[src/rtl/cfgdec_pkg.sv]
package cfgdec_pkg;
    localparam int BUS_W   = 8;
    localparam int DEVFN_W = 8;
    localparam int OFS_W   = 12;
    localparam int ADDR_W  = BUS_W + DEVFN_W + OFS_W;
    localparam int DATA_W  = 32;

    typedef enum logic [1:0] {
        ST_IDLE,
        ST_DECODE,
        ST_RESP,
        ST_HDR
    } cfgdec_state_e;

    typedef struct packed {
        logic               write;
        logic [BUS_W-1:0]   bus;
        logic [DEVFN_W-1:0] devfn;
        logic [OFS_W-1:0]   offset;
        logic [DATA_W-1:0]  wdata;
    } cfg_req_t;
endpackage

[src/rtl/cfgdec_addr.sv]
module cfgdec_addr
    import cfgdec_pkg::*;
(
    input  cfg_req_t          req,
    output logic [ADDR_W-1:0] addr
);
    localparam int DEV_SHIFT = OFS_W;
    localparam int BUS_SHIFT = DEVFN_W + OFS_W;

    always_comb begin
        addr = (ADDR_W'(req.bus)   << BUS_SHIFT)
             | (ADDR_W'(req.devfn) << DEV_SHIFT)
             |  ADDR_W'(req.offset);
    end
endmodule

[src/rtl/cfgdec_filter.sv]
module cfgdec_filter
    import cfgdec_pkg::*;
(
    input  logic               win_en,
    input  logic               link_up,
    input  logic [BUS_W-1:0]   root_bus,
    input  logic [BUS_W-1:0]   bus,
    input  logic [DEVFN_W-1:0] devfn,
    output logic               allow
);
    logic on_root;

    always_comb begin
        on_root = (bus == root_bus);
        if (!win_en)
            allow = 1'b0;
        else if (on_root)
            allow = (devfn == '0);
        else
            allow = link_up;
    end
endmodule

[src/rtl/cfgdec_busword.sv]
module cfgdec_busword
    import cfgdec_pkg::*;
(
    input  logic [BUS_W-1:0]  root_bus,
    input  logic [BUS_W-1:0]  last_bus,
    output logic [DATA_W-1:0] word
);
    localparam int PAD_W = DATA_W - 3 * BUS_W;

    always_comb begin
        word = {{PAD_W{1'b0}}, last_bus, root_bus + BUS_W'(1), root_bus};
    end
endmodule

[src/rtl/cfg_access_decoder.sv]
module cfg_access_decoder
    import cfgdec_pkg::*;
#(
    parameter int SIZE_LSB = 16,
    parameter int SIZE_W   = 5,
    parameter int DEF_SIZE = 12
) (
    input  logic               clk,
    input  logic               rst_n,
    input  logic               ctrl_we,
    input  logic [DATA_W-1:0]  ctrl_wdata,
    input  logic [DATA_W-1:0]  cap_word,
    input  logic [DATA_W-1:0]  link_word,
    input  logic [BUS_W-1:0]   root_bus,
    input  logic               req_valid,
    output logic               req_ready,
    input  logic               req_write,
    input  logic [BUS_W-1:0]   req_bus,
    input  logic [DEVFN_W-1:0] req_devfn,
    input  logic [OFS_W-1:0]   req_offset,
    input  logic [DATA_W-1:0]  req_wdata,
    input  logic               hdr_go,
    output logic               resp_done,
    output logic               resp_ok,
    output logic               resp_write,
    output logic [ADDR_W-1:0]  resp_addr,
    output logic [DATA_W-1:0]  resp_rdata,
    output logic               win_wr,
    output logic [DATA_W-1:0]  win_wdata,
    output logic [BUS_W-1:0]   last_bus,
    output logic               hdr_we,
    output logic [DATA_W-1:0]  hdr_data
);
    localparam int SIZE_MSB = SIZE_LSB + SIZE_W - 1;

    cfgdec_state_e state_q, state_d;
    cfg_req_t      req_q;
    logic [BUS_W-1:0]  root_q;
    logic              ctrl_en_q;
    logic [SIZE_W-1:0] size_q;
    logic              ok_q;
    logic [ADDR_W-1:0] addr_q;
    logic [ADDR_W-1:0] addr_w;
    logic              allow_w;
    logic              win_en;

    logic unused_bits;
    assign unused_bits = ^{ctrl_wdata[DATA_W-1:SIZE_MSB+1], ctrl_wdata[SIZE_LSB-1:1],
                           cap_word[DATA_W-1:1], link_word[DATA_W-1:1]};

    // window control register
    always_ff @(posedge clk) begin
        if (!rst_n) begin
            ctrl_en_q <= 1'b0;
            size_q    <= SIZE_W'(DEF_SIZE);
        end else if (ctrl_we) begin
            ctrl_en_q <= ctrl_wdata[0];
            size_q    <= ctrl_wdata[SIZE_MSB:SIZE_LSB];
        end
    end

    assign win_en   = ctrl_en_q & cap_word[0];
    assign last_bus = BUS_W'(size_q);

    cfgdec_addr u_addr (
        .req  (req_q),
        .addr (addr_w)
    );

    cfgdec_filter u_filter (
        .win_en   (win_en),
        .link_up  (link_word[0]),
        .root_bus (root_q),
        .bus      (req_q.bus),
        .devfn    (req_q.devfn),
        .allow    (allow_w)
    );

    cfgdec_busword u_busword (
        .root_bus (root_q),
        .last_bus (last_bus),
        .word     (hdr_data)
    );

    // state register
    always_ff @(posedge clk) begin
        if (!rst_n)
            state_q <= ST_IDLE;
        else
            state_q <= state_d;
    end

    // next state
    always_comb begin
        state_d = state_q;
        unique case (state_q)
            ST_IDLE: begin
                if (req_valid)
                    state_d = ST_DECODE;
                else if (hdr_go)
                    state_d = ST_HDR;
            end
            ST_DECODE: state_d = ST_RESP;
            ST_RESP:   state_d = ST_IDLE;
            ST_HDR:    state_d = ST_IDLE;
            default:   state_d = ST_IDLE;
        endcase
    end

    // datapath capture
    always_ff @(posedge clk) begin
        if (!rst_n) begin
            req_q  <= '0;
            root_q <= '0;
            ok_q   <= 1'b0;
            addr_q <= '0;
        end else begin
            if (state_q == ST_IDLE && (req_valid || hdr_go)) begin
                root_q <= root_bus;
                if (req_valid) begin
                    req_q.write  <= req_write;
                    req_q.bus    <= req_bus;
                    req_q.devfn  <= req_devfn;
                    req_q.offset <= req_offset;
                    req_q.wdata  <= req_wdata;
                end
            end
            if (state_q == ST_DECODE) begin
                ok_q   <= allow_w;
                addr_q <= addr_w;
            end
        end
    end

    // outputs
    always_comb begin
        req_ready  = (state_q == ST_IDLE);
        resp_done  = (state_q == ST_RESP);
        hdr_we     = (state_q == ST_HDR);
        resp_ok    = resp_done & ok_q;
        resp_write = req_q.write;
        resp_addr  = addr_q;
        win_wdata  = req_q.wdata;
        win_wr     = resp_done & ok_q & req_q.write;
        resp_rdata = (resp_done && !ok_q && !req_q.write) ? '1 : '0;
    end

    a_r7_done_pulse: assert property (@(posedge clk) disable iff (!rst_n)
        resp_done |=> !resp_done);

    a_r7_busy_after_accept: assert property (@(posedge clk) disable iff (!rst_n)
        (req_ready && req_valid) |=> !req_ready);

    a_r8_hdr_pulse: assert property (@(posedge clk) disable iff (!rst_n)
        hdr_we |=> !hdr_we);

    a_r9_request_first: assert property (@(posedge clk) disable iff (!rst_n)
        (req_ready && req_valid && hdr_go) |=> !hdr_we);

    a_r2_root_devfn: assert property (@(posedge clk) disable iff (!rst_n)
        (resp_done && req_q.bus == root_q && req_q.devfn != '0) |-> !resp_ok);

    a_r6_refused_write: assert property (@(posedge clk) disable iff (!rst_n)
        (resp_done && !resp_ok) |-> !win_wr);

    a_r5_size_hold: assert property (@(posedge clk) disable iff (!rst_n)
        !ctrl_we |=> $stable(last_bus));
endmodule

[config.mk]
export PLATFORM = sky130hd
export DESIGN_NAME = cfg_access_decoder
export DESIGN_NICKNAME = d
export VERILOG_FILES = /design/src/rtl/cfgdec_pkg.sv /design/src/rtl/cfgdec_addr.sv /design/src/rtl/cfgdec_filter.sv /design/src/rtl/cfgdec_busword.sv /design/src/rtl/cfg_access_decoder.sv
export SDC_FILE = /design/constraint.sdc
export NUM_CORES = 1
export LEC_CHECK = 0
export ABC_AREA = 1
export BUFFER_PORTS_ARGS = -buffer_cell sky130_fd_sc_hd__buf_2
export CORE_AREA = 2 2 118 120
export DETAILED_ROUTE_END_ITERATION = 10
export DIE_AREA = 0 0 120 122
export PLACE_DENSITY = 0.72
export SLEW_MARGIN = 20
export SYNTH_ARGS = -nofsm -noshare
export SYNTH_HDL_FRONTEND = slang
export SYNTH_SLANG_ARGS = --single-unit
[constraint.sdc]
create_clock -name clk -period 3.2 [get_ports clk]
set_input_delay 0.16 -clock clk [delete_from_list [all_inputs] [get_ports clk]]
set_output_delay 0.16 -clock clk [all_outputs]
set_load 0.02 [all_outputs]
==> impl_metrics.env, run 1 <==
export IMPL_status="finished, final reports clean"
export IMPL_clk_pin_slew_ns=0.08
export IMPL_cts_root_buf="clkbuf_16"
export IMPL_dp_final_hpwl_um=7780
export IMPL_cts_sink_count=106
export IMPL_post_cts_resized=0
export IMPL_firstDrtPassIters=4
export IMPL_synth_top_area_share_pct=49.2
export IMPL_grt_pass1_wl_um=17200
export IMPL_synth_adder_area_share_pct=0.290
export IMPL_num_nets_final=890
export IMPL_ys_top_cells_by_area="dfxtp_1, nor2_1, o21ai_0"
export IMPL_synth_area_um2=4320
export IMPL_drv_slew=0
export IMPL_clk_path_buf_depth=2
export IMPL_core_area_um2=13500
export IMPL_relSlewSlack_pct=47.4
export IMPL_syn_area_per_cell_um2=7.71
export IMPL_powerDensity_nw_per_um2=602
export IMPL_dieArea_um2=14600
export IMPL_routabilityCongestion=0.821
export IMPL_clock_skew_ns=0.00686
export IMPL_grt_max_degree=55
export IMPL_yosysSeqAreaShare_pct=49.2
export IMPL_vias=3953
export IMPL_grt_usage_pct=14.9
export IMPL_ioPinCount=308
export IMPL_tightestPinTransition_ns=0.790
export IMPL_route_detailed_drc=0
export IMPL_die_height_um=122
export IMPL_synth_edf_count=0
export IMPL_worst_slack_ns=1.17
export IMPL_synth_top_area_cell="dfxtp_1"
export IMPL_core_rowCount=43
export IMPL_synth_top_family_by_area="simple AND/OR/NAND/NOR gates"
export IMPL_hp_class="input port to register"
export IMPL_synthCells=560
export IMPL_htree_levels=3
export IMPL_area_delta_synth_final_pct=26.6
export IMPL_finalSetupTns_ns=0
export IMPL_synth_common_cells="nor2_1, dfxtp_1, o21ai_0, buf_4, nand2_1"
export IMPL_grt_pass1_vias=3516
export IMPL_leakage_nw=2.80
export IMPL_portBuffers=205
export IMPL_required_ns=3.43
export IMPL_fmax_ghz=0.493
export IMPL_power_mw=3.29
export IMPL_synth_cell_types=22
export IMPL_ant_nets=0
export IMPL_ys_flop_type="dfxtp_1"
export IMPL_synth_compound_area_share_pct=14.5
export IMPL_ys_async_sr_fraction_pct=0
export IMPL_rsz0062_at_grt="false"
export IMPL_start_util_pct=32.0
export IMPL_vdd_drop_max_v=0.000371
export IMPL_hold_viol_final=0
export IMPL_wl_per_cell_um=12.2
export IMPL_worstSetupPathType="register to register"
export IMPL_drt_iter0_drc=151
export IMPL_crit_path_end_kind="register"
export IMPL_synth_xor_area_share_pct=2.23
export IMPL_setup_viol=0
export IMPL_pre_cts_slack_ns=1.12
export IMPL_vias_per_cell=4.37
export IMPL_yosys_area_share_simple_pct=19.7
export IMPL_cts_tree="done"
export IMPL_wirelength_um=11000
export IMPL_placed_area_um2=5160
export IMPL_synth_mux_area_share_pct=0
export IMPL_cp_arrival_ns=2.26
export IMPL_yosys_warnings=0
export IMPL_chipWidth_um=120
export IMPL_stdcell_area_um2=5460
export IMPL_worstPathMaxFanout=24
export IMPL_clk_latency_ns=0.35
export IMPL_ys_ff_latch=106
export IMPL_cts_made_buffers=9
export IMPL_drive_above_1_share_pct=32.3
export IMPL_maxCapViolations=0
export IMPL_fillers=1421
export IMPL_worst_setup_path_start_kind="register"
export IMPL_fin_crit_sh_pct=63.4
export IMPL_yosysMostFrequentCell="nor2_1"
export IMPL_overflow=0
export IMPL_finalCriticalPeriod_ns=2.03
export IMPL_antenna_found_initial=1
## worst paths after layout
check        cells past startpoint            from  slack, ns       endpoint
max                              7      state_q[1]       1.17  resp_addr[24]
min reg2reg                      2    resp_addr[9]       0.48   resp_addr[9]
max reg2reg                      7      state_q[1]       1.17  resp_addr[24]
min                              3  ctrl_wdata[19]       0.02      size_q[3]
## worst max-delay path: stages, from the launching register on
cell	delay [ns]
dfxtp_1	0.42
inv_1	0.08
nand2_1	0.06
buf_4	0.28
clkinv_1	0.45
buf_4	0.38
o21ai_0	0.16
a21oi_1	0.07
## routing by layer
metal | track usage, % | vias to the layer above | wire (µm)
li1 | - | 2035 | -
met1 | 18.3 | 1749 | 4800
met2 | 25.0 | 163 | 5170
met3 | 4.63 | 6 | 948
met4 | 4.71 | 0 | 109
met5 | 0 | - | 0
## cell usage in the layout, fill, tap and decap left out
cell type,count
a21oi_1,21
and3_1,1
buf_2,205
buf_4,8
clkbuf_16,9
clkbuf_8,1
clkinv_1,1
clkinv_2,1
clkinv_4,1
clkinvlp_4,2
conb_1,14
dfxtp_1,106
diode_2,1
dlygate4sd3_1,1
ha_1,1
inv_1,21
inv_2,1
inv_6,1
inv_8,1
nand2_1,28
nand3_1,6
nor2_1,174
nor2_4,1
nor2_8,1
nor3_1,4
nor3_2,1
o21ai_0,101
o21ai_4,1
xnor2_1,6
xor2_1,5
## state kept, by name, summed over array words and instances (netlist names), 2 cells and up
signal / count
win_wdata: 32
req_q: 28
root_q: 8
state_q: 2
size_q: 5
resp_addr: 28
## cell families after synthesis
logic type | after synthesis
and+or+nand+nor | 216
AOI/OAI and AO/OA | 123
DFF | 106
buffers and inverters | 102
xor gates and xnor gates | 11
adders and majority gates | 1
other | 1
## layout make-up
type                    instances  area (µm²)  share of cell area, %
flip-flops and latches        106        2120                   38.8
clock buffers                  10         239                   4.37
clock inverters                 6        48.8                  0.893
multi-input cells             365        1640                   30.1
inverters                      23        86.3                   1.58
repair buffers                214        1100                   20.1
diodes                          1        2.50                 0.0458
well taps                     180         225                   4.12
## report_power, final
group          internal, mW  switching, mW
Clock                 0.558          0.510
Combinational         0.236          0.470
Sequential             1.44         0.0753
## metrics by stage
stage	hold WS (ns)	utilization (%)	std cells
floorplan	0.282	-	573
global route	0.0207	40.4	904
global placement	0.372	38.2	887
detailed placement	0.374	38.2	887
CTS	0.00947	40.4	904
finish	0.0206	40.5	905
## repair_timing
item,in CTS,in global routing
setup buffers,0,0
hold buffers,1,0
endpoints found under the hold margin,1,0
No activity file was read; power rests on OpenSTA's default activity.
==> run 2, diff against run 1 <==
--- a/config.mk
+++ b/config.mk
@@ -10,7 +10,7 @@
 export CORE_AREA = 2 2 118 120
 export DETAILED_ROUTE_END_ITERATION = 10
 export DIE_AREA = 0 0 120 122
-export PLACE_DENSITY = 0.72
+export PLACE_DENSITY = 0.74
 export SLEW_MARGIN = 20
 export SYNTH_ARGS = -nofsm -noshare
 export SYNTH_HDL_FRONTEND = slang
==> constraint.sdc (replaced) <==
create_clock -name clk -period 1.7 [get_ports clk]
set_input_delay 0.085 -clock clk [delete_from_list [all_inputs] [get_ports clk]]
set_output_delay 0.085 -clock clk [all_outputs]
set_load 0.02 [all_outputs]
==> run 2 against run 1 <==
Net effect:
- non-clock buffer count is 70 higher
- first-iteration DRC count grew 13%
- critical endpoint is now hdr_data[14]
- count of clock-buffer cells in the layout unchanged
==> impl_metrics.env, run 2 (synthesis results as in run 1) <==
export IMPL_status="finished, final reports clean"
export IMPL_finalCriticalPeriod_ns=1.60
export IMPL_vias_per_cell=4.40
export IMPL_cts_tree="done"
export IMPL_cp_num_buf_inv=1
export IMPL_cts_setup_buffers=0
export IMPL_cts_made_buffers=9
export IMPL_worst_slack_ns=0.101
export IMPL_core_rowCount=43
export IMPL_stdcell_area_um2=6270
export IMPL_stdcell_count=975
export IMPL_chipWidth_um=120
export IMPL_largest_reg_flops=32
export IMPL_vias=4292
export IMPL_clk_path_buf_depth=2
export IMPL_area_delta_synth_final_pct=45.4
export IMPL_placed_cells=892
export IMPL_wl_per_cell_um=12.9
export IMPL_ant_nets=0
export IMPL_antenna_found_initial=1
export IMPL_worstPathMaxFanout=5
export IMPL_route_detailed_drc=0
export IMPL_crit_path_end_kind="output pin"
export IMPL_clock_skew_ns=0.0106
export IMPL_required_ns=1.62
export IMPL_ioPinCount=308
export IMPL_powerDensity_nw_per_um2=1060
export IMPL_wirelength_um=12600
export IMPL_critPathTopFamily="flip-flops"
export IMPL_min_path_cells=3
export IMPL_clk_latency_ns=0.35
export IMPL_drt_iter0_drc=171
export IMPL_drv_slew=0
export IMPL_worst_setup_path_start_kind="register"
export IMPL_drive_above_1_share_pct=31.4
export IMPL_dieArea_um2=14600
export IMPL_hp_class="input port to register"
export IMPL_cts_sink_count=106
export IMPL_firstDrtPassIters=4
export IMPL_setup_viol=0
export IMPL_hold_viol_final=0
export IMPL_slowest_delay_ns=0.38
export IMPL_reg2regPathDepth=7
export IMPL_grt_pass1_wl_um=19600
export IMPL_maxCapViolations=0
export IMPL_start_util_pct=32.0
export IMPL_vdd_drop_max_v=0.000498
export IMPL_finalSetupTns_ns=0
export IMPL_cp_cell_sequence="ha_2 -> nand2_1 -> nor3_2 -> xor2_1 -> buf_4"
export IMPL_fmax_ghz=0.626
export IMPL_grt_pass1_vias=3894
export IMPL_die_height_um=122
export IMPL_placed_area_um2=5250
export IMPL_rsz0062_at_grt="true"
export IMPL_htree_levels=3
export IMPL_num_nets_final=960
export IMPL_fin_crit_sh_pct=94.0
export IMPL_overflow=0
export IMPL_slowest_stage="dfxtp_4"
export IMPL_grt_max_degree=105
export IMPL_dp_final_hpwl_um=7960
export IMPL_worstSetupPathType="register to output pin"
export IMPL_portBuffers=205
export IMPL_final_common_cell="buf_2"
export IMPL_leakage_nw=3.13
export IMPL_routabilityCongestion=0.729
export IMPL_cp_depth=5
export IMPL_pre_cts_slack_ns=0.183
export IMPL_core_area_um2=13500
export IMPL_cts_root_buf="clkbuf_16"
export IMPL_final_cell_mix="buf_2, nor2_1, dfxtp_1"
export IMPL_cp_arrival_ns=1.51
export IMPL_clk_pin_slew_ns=0.08
export IMPL_grt_usage_pct=17.1
-- run 2: cell count changes in the layout (fill, tap and decap cells not counted), moves of 2 or more --
| cell | before | now |
|---|---|---|
| buf_2 | 205 | 203 |
| dlygate4sd3_1 | 1 | 66 |
| buf_12 | 0 | 2 |
| clkinvlp_4 | 2 | 0 |
| dfxtp_1 | 106 | 102 |
| bufinv_16 | 0 | 2 |
| dfxtp_4 | 0 | 3 |
| nor2_1 | 174 | 172 |
| inv_1 | 21 | 19 |
| nor2_4 | 1 | 3 |
| buf_4 | 8 | 12 |
-- run 2: layout make-up --
cell class | count | area (µm²)
Multi-Input combinational cell | 365 | 1680
Sequential cell | 106 | 2130
Antenna cell | 1 | 2.50
Inverter | 23 | 88.8
Clock inverter | 6 | 97.6
Clock buffer | 10 | 229
Timing Repair Buffer | 284 | 1820
Fill cell | 1282 | 7230
Tap cell | 180 | 225
-- run 2: per-stage QoR --
step                utilization [%]  total power, mW  hold slack, ns
global route                   46.5             7.00          0.0178
finish                         46.5             6.67          0.0171
global placement               38.9             4.28           0.302
detailed placement             38.9             4.30           0.300
floorplan                         -             3.89           0.207
CTS                            46.2             6.73        0.000910
-- run 2: final timing paths --
kind / startpoint / to / slack [ns]
max: root_q[1] / hdr_data[14] / 0.10
min: req_devfn[0] / req_q[44] / 0.02
max reg2reg: state_q[0] / req_q[59] / 0.17
min reg2reg: state_q[1] / state_q[1] / 0.47
-- run 2: what timing repair did --
| item | CTS | global route |
|---|---|---|
| hold buffers | 66 | 0 |
| setup endpoints to repair | 2 | 35 |
| resized for setup | 3 | 9 |
| pin swaps | 0 | 3 |
| endpoints found under the hold margin | 66 | 0 |
-- run 2: per-layer routing --
layer / vias up / GRT usage, % / wire [µm]
met5: - / 0 / 0
met4: 0 / 7.94 / 312
met3: 24 / 4.49 / 893
met2: 181 / 28.3 / 6090
met1: 1913 / 20.7 / 5300
li1: 2174 / - / -
-- run 2: power by group --
part	internal (mW)	switching, mW
registers	2.72	0.143
clock network	1.31	0.981
logic	0.576	0.939
total	4.61	2.06
-- run 2: worst reg2reg max path: cells and delay by family, from the launching register on --
family	cells	cell delay, ns
simple gates	4	0.33
flops	1	0.42
compound gates	1	0.09
buf+inv	2	0.62
